$ cat src/rtl/sclk_gen_pkg.sv
`timescale 1ns/1ps
package sclk_gen_pkg;
   typedef enum logic {
      ADDR_CLKCFG = 1'b0,
      ADDR_POLCFG = 1'b1
   } cfg_addr_e;

   // number of prescaler ticks in one half period for a divide code
   function automatic int half_ticks(input int code, input int max_log);
      int sh;
      sh = (code > max_log) ? max_log : code;
      return (1 << sh);
   endfunction
endpackage

$ cat src/rtl/sclk_cfg_regs.sv
`timescale 1ns/1ps
module sclk_cfg_regs #(
   parameter int PIDX_W  = 2,
   parameter int DCODE_W = 2,
   parameter int WDATA_W = 3
) (
   input  logic               clk,
   input  logic               rst_n,
   input  logic               cfg_wr,
   input  logic               cfg_addr,
   input  logic [WDATA_W-1:0] cfg_wdata,
   input  logic               run,
   input  logic [DCODE_W-1:0] div_code,
   output logic               en_q,
   output logic               inv_q,
   output logic               active,
   output logic [PIDX_W-1:0]  pidx_act,
   output logic [DCODE_W-1:0] dcode_act
);
   import sclk_gen_pkg::*;

   logic [PIDX_W-1:0] pidx_q;

   assign active = en_q & run;

   always_ff @(posedge clk or negedge rst_n) begin
      if (!rst_n) begin
         en_q   <= 1'b0;
         pidx_q <= '0;
         inv_q  <= 1'b0;
      end else if (cfg_wr) begin
         if (cfg_addr == ADDR_CLKCFG) begin
            en_q   <= cfg_wdata[0];
            pidx_q <= cfg_wdata[PIDX_W:1];
         end else begin
            inv_q  <= cfg_wdata[0];
         end
      end
   end

   // ratios are frozen for the whole of an active stretch
   always_ff @(posedge clk or negedge rst_n) begin
      if (!rst_n) begin
         pidx_act  <= '0;
         dcode_act <= '0;
      end else if (!active) begin
         pidx_act  <= pidx_q;
         dcode_act <= div_code;
      end
   end
endmodule

$ cat src/rtl/sclk_prescale.sv
`timescale 1ns/1ps
module sclk_prescale #(
   parameter int RATIO0 = 2,
   parameter int RATIO1 = 4,
   parameter int RATIO2 = 7,
   parameter int RATIO3 = 10,
   parameter int PIDX_W = 2,
   parameter int CNT_W  = 4
) (
   input  logic              clk,
   input  logic              rst_n,
   input  logic              active,
   input  logic [PIDX_W-1:0] pidx,
   output logic              tick
);
   logic [CNT_W-1:0] cnt;
   logic [CNT_W-1:0] last;

   always_comb begin
      case (pidx)
         2'd0:    last = CNT_W'(RATIO0 - 1);
         2'd1:    last = CNT_W'(RATIO1 - 1);
         2'd2:    last = CNT_W'(RATIO2 - 1);
         default: last = CNT_W'(RATIO3 - 1);
      endcase
   end

   assign tick = active && (cnt == last);

   always_ff @(posedge clk or negedge rst_n) begin
      if (!rst_n)        cnt <= '0;
      else if (!active)  cnt <= '0;
      else if (tick)     cnt <= '0;
      else               cnt <= cnt + 1'b1;
   end
endmodule

$ cat src/rtl/sclk_halfdiv.sv
`timescale 1ns/1ps
module sclk_halfdiv #(
   parameter int DCODE_W      = 2,
   parameter int MAX_HALF_LOG = 2,
   parameter int HC_W         = 2
) (
   input  logic               clk,
   input  logic               rst_n,
   input  logic               active,
   input  logic               tick,
   input  logic [DCODE_W-1:0] dcode,
   output logic               phase,
   output logic               lead_stb,
   output logic               trail_stb
);
   import sclk_gen_pkg::*;

   logic [HC_W-1:0] hc;
   logic [HC_W-1:0] hlim;

   always_comb begin
      hlim = HC_W'(half_ticks(int'(dcode), MAX_HALF_LOG) - 1);
   end

   always_ff @(posedge clk or negedge rst_n) begin
      if (!rst_n) begin
         hc        <= '0;
         phase     <= 1'b0;
         lead_stb  <= 1'b0;
         trail_stb <= 1'b0;
      end else if (!active) begin
         hc        <= '0;
         phase     <= 1'b0;
         lead_stb  <= 1'b0;
         trail_stb <= 1'b0;
      end else begin
         lead_stb  <= 1'b0;
         trail_stb <= 1'b0;
         if (tick) begin
            if (hc == hlim) begin
               hc        <= '0;
               phase     <= ~phase;
               lead_stb  <= ~phase;
               trail_stb <= phase;
            end else begin
               hc <= hc + 1'b1;
            end
         end
      end
   end
endmodule

$ cat src/rtl/sclk_gen.sv
`timescale 1ns/1ps
module sclk_gen #(
   parameter int RATIO0       = 2,
   parameter int RATIO1       = 4,
   parameter int RATIO2       = 7,
   parameter int RATIO3       = 10,
   parameter int DCODE_W      = 2,
   parameter int MAX_HALF_LOG = 2,
   parameter bit HAS_INVERT   = 1'b1
) (
   input  logic               clk,
   input  logic               rst_n,
   input  logic               cfg_wr,
   input  logic               cfg_addr,
   input  logic [2:0]         cfg_wdata,
   input  logic               run,
   input  logic [DCODE_W-1:0] div_code,
   output logic               sclk,
   output logic               lead_stb,
   output logic               trail_stb
);
   localparam int PIDX_W    = 2;
   localparam int WDATA_W   = PIDX_W + 1;
   localparam int MAX_RATIO = (RATIO3 > RATIO2) ? RATIO3 : RATIO2;
   localparam int CNT_W     = (MAX_RATIO > 2) ? $clog2(MAX_RATIO) : 1;
   localparam int HC_W      = (MAX_HALF_LOG > 0) ? MAX_HALF_LOG : 1;

   if (RATIO0 < 2 || RATIO1 < 2 || RATIO2 < 2 || RATIO3 < 2) begin : g_bad_ratio
      $error("sclk_gen: every prescaler ratio must be at least 2");
   end
   if (MAX_HALF_LOG < 0 || MAX_HALF_LOG > 8) begin : g_bad_half
      $error("sclk_gen: MAX_HALF_LOG out of range");
   end
   if (RATIO0 > MAX_RATIO || RATIO1 > MAX_RATIO) begin : g_bad_order
      $error("sclk_gen: the largest ratio must sit at index 2 or 3");
   end

   logic              en_q;
   logic              inv_q;
   logic              active;
   logic [PIDX_W-1:0] pidx_act;
   logic [DCODE_W-1:0] dcode_act;
   logic              tick;
   logic              phase;

   sclk_cfg_regs #(.PIDX_W(PIDX_W), .DCODE_W(DCODE_W), .WDATA_W(WDATA_W)) u_regs (
      .clk(clk), .rst_n(rst_n), .cfg_wr(cfg_wr), .cfg_addr(cfg_addr),
      .cfg_wdata(cfg_wdata), .run(run), .div_code(div_code),
      .en_q(en_q), .inv_q(inv_q), .active(active),
      .pidx_act(pidx_act), .dcode_act(dcode_act)
   );

   sclk_prescale #(.RATIO0(RATIO0), .RATIO1(RATIO1), .RATIO2(RATIO2),
                   .RATIO3(RATIO3), .PIDX_W(PIDX_W), .CNT_W(CNT_W)) u_pre (
      .clk(clk), .rst_n(rst_n), .active(active), .pidx(pidx_act), .tick(tick)
   );

   sclk_halfdiv #(.DCODE_W(DCODE_W), .MAX_HALF_LOG(MAX_HALF_LOG), .HC_W(HC_W)) u_half (
      .clk(clk), .rst_n(rst_n), .active(active), .tick(tick), .dcode(dcode_act),
      .phase(phase), .lead_stb(lead_stb), .trail_stb(trail_stb)
   );

   if (HAS_INVERT) begin : g_inv
      assign sclk = phase ^ inv_q;
   end else begin : g_noinv
      assign sclk = phase;
   end
endmodule

$ cat config.mk
export PLATFORM = sky130hd
export DESIGN_NAME = sclk_gen
export DESIGN_NICKNAME = d
export VERILOG_FILES = /design/src/rtl/sclk_gen_pkg.sv /design/src/rtl/sclk_cfg_regs.sv /design/src/rtl/sclk_prescale.sv /design/src/rtl/sclk_halfdiv.sv /design/src/rtl/sclk_gen.sv
export SDC_FILE = /design/constraint.sdc
export NUM_CORES = 1
export LEC_CHECK = 0
export BUFFER_PORTS_ARGS = -buffer_cell sky130_fd_sc_hd__buf_2
export CORE_ASPECT_RATIO = 1.4
export CORE_MARGIN = 3
export CORE_UTILIZATION = 40
export CTS_CLUSTER_DIAMETER = 200
export CTS_CLUSTER_SIZE = 24
export DETAILED_ROUTE_END_ITERATION = 8
export GPL_TIMING_DRIVEN = 1
export MAX_ROUTING_LAYER = met4
export PLACE_DENSITY_LB_ADDON = 0.12
export SETUP_SLACK_MARGIN = 0.4
export SLEW_MARGIN = 25
export SYNTH_ARGS = -nofsm -noshare
export SYNTH_HDL_FRONTEND = slang
export SYNTH_SLANG_ARGS = --single-unit
$ cat constraint.sdc
create_clock -name clk -period 2.1 [get_ports clk]
set_input_delay 0.42 -clock clk [delete_from_list [all_inputs] [get_ports clk]]
set_output_delay 0.42 -clock clk [all_outputs]
set_load 0.01 [all_outputs]
### After elaboration in Yosys (flattened, before gate mapping)

Cells that the tools add are included.

| word-level totals | value |
|---|---|
| output and inout port bits | 3 |
| input bits | 10 |
| flip-flop bits (word level) | 17 |
| word-level logic and storage cells | 46 |

| cells by class | value |
|---|---|
| add/subtract/negate cells | 3 |
| bitwise operators | 4 |
| reductions and logical operators | 5 |
| $lt $le $gt $ge | 1 |
| eq/ne operators | 6 |
| muxes and demuxes | 16 |
| shifts and indexed selects | 1 |

Operators by type and width:

| operator | number |
|---|---|
| left shift 1 x 32 -> 2 bit, first input constant | 1 |
| case mux 4 bit (3 select lines) | 1 |
| 2-to-1 mux 1 bit | 9 |
| 2-to-1 mux 2 bit | 4 |
| 2-to-1 mux 4 bit | 2 |
| AND reduction 2 bit | 3 |
| adder 4 x 1 -> 4 bit, second input constant | 1 |
| equality test 4 bit | 1 |
| inequality test 2 bit, second input constant | 2 |
| adder 2 x 1 -> 2 bit, second input constant | 1 |
| equality test 2 x 1 -> 1 bit, second input constant | 1 |
| equality test 2 bit | 1 |
| equality test 2 bit, second input constant | 1 |
| greater-than comparator 2 bit, second input constant | 1 |
| logical NOT 2 bit | 1 |
| NOT 1 bit | 2 |
| subtractor 2 bit, second input constant | 1 |
| AND 1 bit | 1 |
| logical AND 1 bit | 1 |
| bitwise XOR 1 bit | 1 |

### Logic depth before layout (Yosys ltp)

| depth | value |
|---|---|
| depth in word-level cells | 8 |
| mapped depth | 6 |
| depth with buffers taken out | 6 |

### Hierarchy

From an unflattened synthesis, not the netlist that was laid out.

| second synthesis, totals | value |
|---|---|
| cell total of the unflattened synthesis | 74 |
| area, all modules | 865.8 µm² |

Modules (own cells, without submodules):

| module | sequential area each (µm²) | cells each | instances | area each (µm²) |
|---|---|---|---|---|
| sclk_cfg_regs | 200.2 | 20 | 1 | 336.6 |
| sclk_prescale | 100.1 | 28 | 1 | 276.5 |
| sclk_halfdiv | 125.1 | 25 | 1 | 244.0 |
| sclk_gen | 0.0 | 1 | 1 | 8.8 |

### Least setup slack after synthesis

No wires, ideal clock.

| timing path | value |
|---|---|
| kind | reg2reg |
| start point | register u_regs.pidx_act[1] |
| end point | register u_half.hc[1] |
| required time | 2.020 ns |
| path slack | 0.405 ns |
| clock period less this slack | 1.695 ns |
| arrival time | 1.616 ns |
| setup time | 0.080 ns |
| cell stages (with the launch flop) | 6 |
| buffers on the path | 0 |
| cells stage by stage | dfrtp_1 -> ha_1 -> xor2_1 -> nand4_2 -> or4_1 -> a21oi_1 |

| on the way | value |
|---|---|
| cells in the longest elaborated chain, start to end | 5 |
| elaborated cells between the ends (all ways) | 7 |
| those cells by class | eq/ne: 4; mux: 1; reduce/logical: 2 |

RTL lines:

| element | line | source |
|---|---|---|
| start: declaration | sclk_cfg_regs.sv:17 | `output logic [PIDX_W-1:0] pidx_act,` |
| start signal: assignment | sclk_cfg_regs.sv:47 | `pidx_act <= pidx_q;` |
| equality test 2 bit, or another cell as far along | sclk_prescale.sv:20 | `case (pidx)` |
| case mux 4 bit (3 select lines) * | sclk_prescale.sv:20 |  |
| equality test 4 bit * | sclk_prescale.sv:28 | `assign tick = active && (cnt == last);` |
| logical AND 1 bit * | sclk_prescale.sv:28 |  |
| inequality test 2 bit (no line) * | - |  |
| end signal: assignment | sclk_halfdiv.sv:46 | `hc <= hc + 1'b1;` |
| end: declaration | sclk_halfdiv.sv:18 | `logic [HC_W-1:0] hc;` |

Every way passes the cells marked *; elsewhere a longest branch is shown, timed or not.
A chain may end at the register's enable or synchronous reset.

### Final worst setup path

| timing path | value |
|---|---|
| start point | register u_regs.pidx_act[0] |
| end point | register u_half.hc[1] |

The elaborated chain is that of the path after synthesis.

==> reports/metrics.csv <==
stage;metric;value;unit
run_status;status;finished, final reports clean;
cts;TritonCTS clock tree;done;
timing;Slew HR;0.752;
final_layout;non-filler cells, final;104;
detailed_routing;DR WL/cell;12.7;µm
synth;synth top area cells;dfrtp_1 54%, mux2_2 10%, ha_1 6.3%, xor2_1 5.6%, xnor2_1 2.2%;
synth;post-synthesis cell type count;20;
power_and_ir_drop;Pleak;0.437;nW
detailed_routing;Vias;540;
synth;Seq/Total Area, Yosys;0.540;
die;Initial Utilization;0.432;
final_layout;most frequent cells in the layout;16 x dfrtp_1, 12 x buf_2, 7 x mux2_2;
cts;H-tree Lvls;1;
synth;flops & latches, synth;17;
synth;Syn. warnings;0;
worst_setup_path;critical path depth;6;
timing;final setup fails;0;
worst_setup_path;CP delay by family, top;simple AND/OR/NAND/NOR gates;
timing;Max Slew Vio Count;0;
die;die width;43.5;µm
place;IO buf count;12;
power_and_ir_drop;IR drop worst, VDD;0.471;mV
detailed_routing;First-pass DRT Iterations;2;
synth;Syn Inst Count;65;
worst_setup_path;nature of the critical path endpoint;register;
worst_setup_path;Register-to-Register Setup Slack;0.43;ns
die;Die Ht;58.5;µm
worst_setup_path;Crit path largest cell delay;0.42;ns
timing;final worst-path setup slack;0.428;ns
final_layout;Layout area overhead;19.7;%
synth;post-synth top area cell;dfrtp_1;
timing;Max Clk Rate;598;MHz
power_and_ir_drop;Pwr Total;0.747;mW
timing;Final Hold Fails;0;
synth;Avg Cell Area, Syn;12.1;µm²
cts;count of clock tree sinks;17;
synth;Mapped Area;788;µm²
detailed_routing;DRT Wirelength;1.32;mm
timing;Slew @ Worst Pin;0.371;ns
final_layout;Post-layout nets;99;
grt;GRT Util Overall;0.130;
cts;clk_lat worst skew;0.29;ns
worst_setup_path;worst path bufs/invs;1;
die;Die ar.;0.00255;mm²
worst_setup_path;CP Cell Sequence;buf_4 > ha_1 > xnor2_2 > nand4_2 > or4_1 > a21oi_1;
worst_setup_path;crit path max-delay cell type;or4_1;
die;# rows;18;
worst_setup_path;CP Class;reg2reg;
worst_setup_path;startpoint class of the critical path;register;
synth;Yosys top cell area share;0.540;
timing;RSZ-0062 raised after global routing;true;
die;Ports;13;
final_layout;fillers;161;
grt;initial antenna violation count;0;
timing;setup TNS;0;ns
synth;Syn Nets;79;
flow_run;max-cap violations;0;
min_path;hold crit path type;in2async;
final_layout;design area;943;µm²
timing;post-layout min period;1.67;ns
cts;Max Root-Sink Buffers;2;
timing;post-route clock period utilization;0.796;
cts;Worst-path clk slew;0.09;ns
grt;vias in the first global route;530;
detailed_routing;DRC;0;
grt;global-route wire length before repair;2.34;mm
detailed_routing;Detailed Route Iter0 Violations;5;
worst_setup_path;crit path from;u_regs.pidx_act[0];
worst_setup_path;Reg-to-Reg Start;u_regs.pidx_act[0];
worst_setup_path;worst-case reg-to-reg path depth;6;
cts;Num CTS Buffers;3;
place;DP Worst Slack;0.266;ns
worst_setup_path;crit-path max FO;4;
worst_setup_path;Setup crit end;u_half.hc[1];
cts;CTS Root Buffer Type;clkbuf_4;
detailed_routing;post-route ant nets;0;
place;GPL Wtd Cong;0.659;
final_layout;commonest non-fill, non-tap cell in the layout;dfrtp_1;
detailed_routing;DR vias/cell;5.19;
timing;clk_skew;0.00239;ns
grt;pin count of the biggest net entering global routing;18;
final_layout;# diodes;0;
power_and_ir_drop;PD cells;792;mW/mm²
place;placed insts;97;
die;CORE AREA;0.00182;mm²
place;hpwl dp;899;µm
worst_setup_path;Worst Path Arrival;1.89;ns
grt;Overflow after GRT;0;
place;dpl cell area;873;µm²
worst_setup_path;Worst EP required;2.32;ns
worst_setup_path;FF-to-FF End;u_half.hc[1];
final_layout;layout cells sized above 1;0.369;
==> repair_timing <==
item	4_1_cts	5_1_grt
setup buffers	2	1
setup endpoints to repair	2	9
gates resized for setup	0	5
pin swaps	3	3
hold buffers	0	0
==> cell usage after synthesis <==
cell type and count:
nand4_2 1, nor2_1 4, o21ai_0 3, xor2_1 5, inv_1 3, mux2_2 7, nand3_1 3, or4_1 1
nor4b_1 1, xnor2_1 2, dfrtp_1 17, xnor2_2 1, nand3b_1 1, ha_1 4, nand2_1 4, or3_1 1
nor2b_1 2, a21oi_1 3, nor4_1 1, o31a_1 1
==> stage by stage <==
| step | hold slack (ns) | util |
|---|---|---|
| after detailed placement | 0.361 | 0.479 |
| after global routing | 0.0409 | 0.517 |
| after global placement | 0.358 | 0.479 |
| final | 0.0278 | 0.517 |
| after CTS | 0.0320 | 0.501 |
| after floorplan | 0.124 | - |
==> sequential cells by signal, summed over array words and instances (netlist names) <==
| register | flops |
|---|---|
| u_half.phase | 1 |
| u_regs.en_q | 1 |
| u_regs.pidx_act | 2 |
| u_regs.pidx_q | 2 |
| u_regs.inv_q | 1 |
| u_regs.dcode_act | 2 |
| u_half.trail_stb | 1 |
| u_half.lead_stb | 1 |
| u_pre.cnt | 4 |
| u_half.hc | 2 |
==> cell families (layout without fill, tap and decap cells) <==
| family | Yosys count | after routing | synth area share |
|---|---|---|---|
| adders and majority gates | 4 | 4 | 0.0635 |
| AOI/OAI and AO/OA | 7 | 7 | 0.0492 |
| DFF | 17 | 17 | 0.540 |
| muxes | 7 | 7 | 0.100 |
| buffers and inverters | 3 | 22 | 0.0143 |
| and+or+nand+nor | 19 | 19 | 0.135 |
| xor gates and xnor gates | 8 | 8 | 0.0984 |
==> per-layer routing <==
layer,vias to the layer above,share of wire,GRT usage
met2,16,0.47,0.201
met1,257,0.45,0.147
met5,-,0,-
met4,0,0.041,0.103
met3,5,0.047,0.0183
li1,262,-,-
==> area by class of cell <==
class,instances,area [µm²],share of cell area
Clock buffer,4,26.3,0.0279
Inverter,3,11.3,0.0119
Timing Repair Buffer,15,82.6,0.0875
Sequential cell,17,427,0.452
Tap cell,20,25.0,0.0265
Multi-Input combinational cell,45,372,0.394
==> how the worst min path moves through the flow <==
stage	startpoint	end	slack, ns	cells after the start
2_1_floorplan	rst_n	u_half.hc[0]	0.12	0
3_3_place_gp	rst_n	u_pre.cnt[0]	0.36	1
3_5_place_dp	rst_n	u_pre.cnt[0]	0.36	1
4_1_cts	rst_n	u_pre.cnt[0]	0.03	1
5_1_grt	rst_n	u_pre.cnt[2]	0.04	1
6_report	rst_n	u_pre.cnt[0]	0.03	1
==> where the power goes <==
group          internal [mW]  leakage (nW)  switching, mW
Sequential             0.359         0.218         0.0295
Clock                 0.0740        0.0150          0.101
Combinational         0.0973         0.205         0.0870
Total                  0.530         0.437          0.217
No activity file was read; power rests on OpenSTA's default activity.
